==> src/rtl/amg_pkg.sv <==
package amg_pkg;
  localparam int MOD_CODE_W  = 4;
  localparam int SIZE_CODE_W = 2;
  localparam int WIN_BASE    = 3;  // code c selects 2^(c+WIN_BASE) bytes
  localparam int WIN_LOG2_W  = 7;

  typedef struct packed {
    logic                    advance;
    logic                    wrapOn;
    logic [WIN_LOG2_W-1:0]   winLog2;
    logic [SIZE_CODE_W-1:0]  stepLog2;
  } amg_strobes_t;
endpackage

==> src/rtl/amg_ctrl.sv <==
module amg_ctrl
  import amg_pkg::*;
#(
  parameter int ADDR_W = 32
) (
  input  logic                   incEn,
  input  logic [SIZE_CODE_W-1:0] sizeLog2,
  input  logic [MOD_CODE_W-1:0]  modCode,
  output amg_strobes_t           strobes
);
  localparam logic [WIN_LOG2_W-1:0] WIN_MAX = WIN_LOG2_W'(ADDR_W);

  logic [WIN_LOG2_W-1:0] winRaw;
  logic [WIN_LOG2_W-1:0] winClip;

  assign winRaw  = WIN_LOG2_W'(modCode) + WIN_LOG2_W'(WIN_BASE);
  assign winClip = (winRaw > WIN_MAX) ? WIN_MAX : winRaw;

  always_comb begin
    strobes.advance  = incEn;
    strobes.wrapOn   = (modCode != '0);
    strobes.winLog2  = winClip;
    strobes.stepLog2 = sizeLog2;
  end
endmodule

==> src/rtl/amg_datapath.sv <==
module amg_datapath
  import amg_pkg::*;
#(
  parameter int ADDR_W     = 32,
  parameter bit REGISTERED = 1'b0
) (
  input  logic              clk,
  input  logic              rstN,
  input  logic [ADDR_W-1:0] curAddr,
  input  amg_strobes_t      strobes,
  output logic [ADDR_W-1:0] nextAddr
);
  logic [ADDR_W-1:0] stepVal;
  logic [ADDR_W-1:0] sumAddr;
  logic [ADDR_W-1:0] mixAddr;

  assign stepVal = ADDR_W'(1) << strobes.stepLog2;
  assign sumAddr = curAddr + stepVal;

  for (genvar i = 0; i < ADDR_W; i++) begin : g_bit
    logic keepBit;
    assign keepBit    = !strobes.advance ||
                        (strobes.wrapOn && (WIN_LOG2_W'(i) >= strobes.winLog2));
    assign mixAddr[i] = keepBit ? curAddr[i] : sumAddr[i];
  end

  if (REGISTERED) begin : g_reg
    always_ff @(posedge clk or negedge rstN) begin
      if (!rstN) nextAddr <= '0;
      else       nextAddr <= mixAddr;
    end
  end else begin : g_comb
    logic unusedPins;
    assign unusedPins = clk ^ rstN;
    assign nextAddr   = mixAddr;
  end
endmodule

==> src/rtl/mod_addr_gen.sv <==
module mod_addr_gen
  import amg_pkg::*;
#(
  parameter int ADDR_W     = 32,
  parameter bit REGISTERED = 1'b0
) (
  input  logic                   clk,
  input  logic                   rstN,
  input  logic [ADDR_W-1:0]      curAddr,
  input  logic [SIZE_CODE_W-1:0] sizeLog2,
  input  logic                   incEn,
  input  logic [MOD_CODE_W-1:0]  modCode,
  output logic [ADDR_W-1:0]      nextAddr
);
  amg_strobes_t strobes;

  amg_ctrl #(.ADDR_W(ADDR_W)) u_ctrl (
    .incEn    (incEn),
    .sizeLog2 (sizeLog2),
    .modCode  (modCode),
    .strobes  (strobes)
  );

  amg_datapath #(.ADDR_W(ADDR_W), .REGISTERED(REGISTERED)) u_dp (
    .clk      (clk),
    .rstN     (rstN),
    .curAddr  (curAddr),
    .strobes  (strobes),
    .nextAddr (nextAddr)
  );
endmodule

==> config.mk <==
export PLATFORM = sky130hd
export DESIGN_NAME = mod_addr_gen
export DESIGN_NICKNAME = d
export VERILOG_FILES = /design/src/rtl/amg_pkg.sv /design/src/rtl/amg_ctrl.sv /design/src/rtl/amg_datapath.sv /design/src/rtl/mod_addr_gen.sv
export SDC_FILE = /design/constraint.sdc
export NUM_CORES = 1
export LEC_CHECK = 0
export CORE_MARGIN = 1.5
export CORE_UTILIZATION = 55
export DETAILED_ROUTE_END_ITERATION = 12
export DONT_BUFFER_PORTS = 1
export GPL_ROUTABILITY_DRIVEN = 1
export PLACE_DENSITY = 0.67
export SKIP_LAST_GASP = 1
export SYNTH_ARGS = -nofsm -noshare
export SYNTH_HDL_FRONTEND = slang
export SYNTH_SLANG_ARGS = --single-unit
==> constraint.sdc <==
create_clock -name vclk -period 3.04
set_input_delay 0.608 -clock vclk [all_inputs]
set_output_delay 0.608 -clock vclk [all_outputs]
set_load 0.02 [all_outputs]
==> key figures <==
Floorplanning
  – CORE AREA: 2170 um2
  – Height of the die: 50.7 um
  – # rows: 17
  – Die width: 50.7 um
  – Die ar.: 2570 um2
  – Ports placed on the boundary: 73
  – Starting Density: 0.576

Worst hold path
  – Hold wc startpoint: curAddr[4]
  – Hold Path Depth: 1
  – Hold WC Path Type: input pin to primary output
  – WHS Endpoint: nextAddr[4]

Synthesis
  – Ranking of synthesized cells by area: xnor2_1 (11%), xor2_1 (11%), ha_1 (8.0%), nor2_1 (5.1%), nand2_1 (4.5%)
  – Syn Inst Count: 173
  – Syn nets: 223
  – Synth top area share: 0.112
  – Ys Warns: 0
  – Syn Area/Cell: 7.23 um2
  – Sequential share of the synthesized area: 0
  – Dominant cell type by area after synthesis: xnor2_1
  – Synth Cell Area: 1250 um2
  – Number of unique standard cell types used by synthesis: 49

Placement
  – Routability Congestion: 0.833
  – Placed inst area: 1520 um2
  – IO buf count: 0
  – DP Cell Count: 232
  – Dpl hpwl: 2.88 mm

Power
  – P_leak: 0.688 nW
  – Logic pwr share: 1.000
  – Clock Power Share: 0
  – Cell Pwr Density: 127 nW/um2
  – Switch share: 0.568
  – VDD IR max: 95.6 uV
  – Int Pwr: 0.0893 mW
  – Switching power: 0.118 mW
  – Reg power frac: 0

Timing
  – Final TNS setup: 0 ns
  – Setup violations, final: 0
  – Worst rel slew slack: 0.671
  – Tightest Pin Transition: 0.490 ns
  – Hold Violations, Final: 0
  – Fmax: 0.335 GHz
  – Final Critical Period: 2.99 ns
  – Final Cycle Share: 0.983
  – RSZ-0062 raised after global routing: yes
  – Slew Viols, Final: 0

Global routing
  – Grt ovf: 0
  – Largest net degree at the start of global routing: 12
  – First-pass GRT wire length: 5.53 mm
  – Antenna violations before repair: 0
  – Vias in the first global route: 1316
  – GRT Total Usage: 0.265

Critical path
  – Nature of the critical path endpoint: primary output
  – Startpoint Class: input pin
  – Worst EP required: 2.43 ns
  – Crit Path Max Fanout: 4
  – Critical Path AT: 2.38 ns
  – CP Class: input pin to primary output

Routing
  – Drt first pass iters: 4
  – Remaining antenna violation count: 0
  – Via Count: 1394
  – DR WL/cell: 15.8 um
  – Vias per cell: 5.93
  – DRC: 0
  – Iter 0 DRT Violations: 45
  – Drt total wl: 3.71 mm

Cells and area
  – Layout area overhead: 30.5%
  – Final instance area: 1630 um2
  – Seq. cell area: 0 um2
  – Final-stage net count: 259
  – Most frequent cells in the layout: buf_4 (37), nand2_1 (15), nor2_1 (15), xor2_1 (15), xnor2_1 (14)
  – Most common cell after layout, fill and taps aside: buf_4
  – Fillers: 175
  – Seq_cells: 0
  – Share of layout cells above drive strength 1: 0.338
  – Clock buffer count: 0
  – Antenna cells: 0
  – Layout Cells excl Fill: 235
  – Final core occ: 0.752

Run status
  – Status: complete, no violations

Run
  – Max cap viols: 0
==> layout make-up <==
cell class | instances | area (um2) | share of cell area
Inverter | 9 | 33.8 | 0.0207
Multi-Input combinational cell | 160 | 1270 | 0.781
Tap cell | 28 | 35.0 | 0.0215
Timing Repair Buffer | 38 | 289 | 0.177
==> repair_timing <==
| item | CTS | global route |
|---|---|---|
| setup buffers | 0 | 3 |
| hold buffers | 0 | 0 |
| pin swaps | 1 | 3 |
| resized for setup | 2 | 16 |
| endpoints found under the setup margin | 1 | 19 |
==> kinds of logic after synthesis <==
group                      count (synthesis)  share of synthesized area
AOI/OAI and AO/OA                         33                      0.190
xor gates and xnor gates                  31                      0.217
adders and majority gates                  9                     0.0961
buffers and inverters                     13                     0.0531
muxes                                      3                     0.0270
and+or+nand+nor                           84                      0.416
==> worst max path at each step <==
stage | from | cells after the start | endpoint | slack (ns)
floorplan | modCode[0] | 8 | nextAddr[31] | 0.05
global placement | sizeLog2[0] | 8 | nextAddr[14] | 0.03
detailed placement | sizeLog2[0] | 8 | nextAddr[14] | -0.04
CTS | sizeLog2[0] | 10 | nextAddr[30] | 0.006
global route | sizeLog2[0] | 11 | nextAddr[30] | -0.05
finish | sizeLog2[0] | 11 | nextAddr[30] | 0.05
==> metrics by stage <==
| step | hold slack [ns] | power, mW | setup slack (ns) |
|---|---|---|---|
| detailed placement | 1.37 | 0.193 | -0.0380 |
| global route | 1.37 | 0.222 | -0.0455 |
| CTS | 1.37 | 0.196 | 0.00620 |
| finish | 1.37 | 0.207 | 0.0511 |
| global placement | 1.37 | 0.189 | 0.0290 |
| floorplan | 1.34 | 0.141 | 0.0538 |
==> routing by layer <==
layer,vias up,wire length [um],global-route usage
met5,-,0,0
met4,0,0,0.0135
met3,0,230,0.0179
met2,57,2000,0.542
met1,647,1480,0.308
li1,690,-,-
==> power by group through the flow <==
stage	registers (mW)	logic [mW]	clock network [mW]
floorplan	0	0.141	0
global placement	0	0.189	0
detailed placement	0	0.193	0
CTS	0	0.196	0
global route	0	0.222	0
finish	0	0.207	0
==> cell usage after synthesis, drive strengths merged <==
cell type,instances
nor2,17
xnor2,16
nand2,15
xor2,15
nand3,10
inv,9
o21ai,9
ha,8
nand4,8
nor3,7
a21oi,6
buf,4
nor2b,4
nor3b,4
and2,3
and3,3
mux2,3
nor4,3
a211oi,2
a31oi,2
nand2b,2
nand3b,2
o211ai,2
o21bai,2
o31ai,2
or2,2
or3b,2
a2111oi,1
a211o,1
a21o,1
a221oi,1
a2bb2oi,1
fa,1
nor4b,1
o2111ai,1
o211a,1
o2bb2ai,1
or4b,1
==> critical path, cell delays in order <==
cell      delay (ns)
nor2_1          0.03
ha_2            0.17
fa_2            0.37
a211oi_2        0.34
nor3b_4         0.08
buf_4           0.15
nand3_4         0.11
buf_6           0.12
nor2_2          0.04
xnor2_1         0.18
buf_4           0.18
Power figures use the tool's default switching activity.
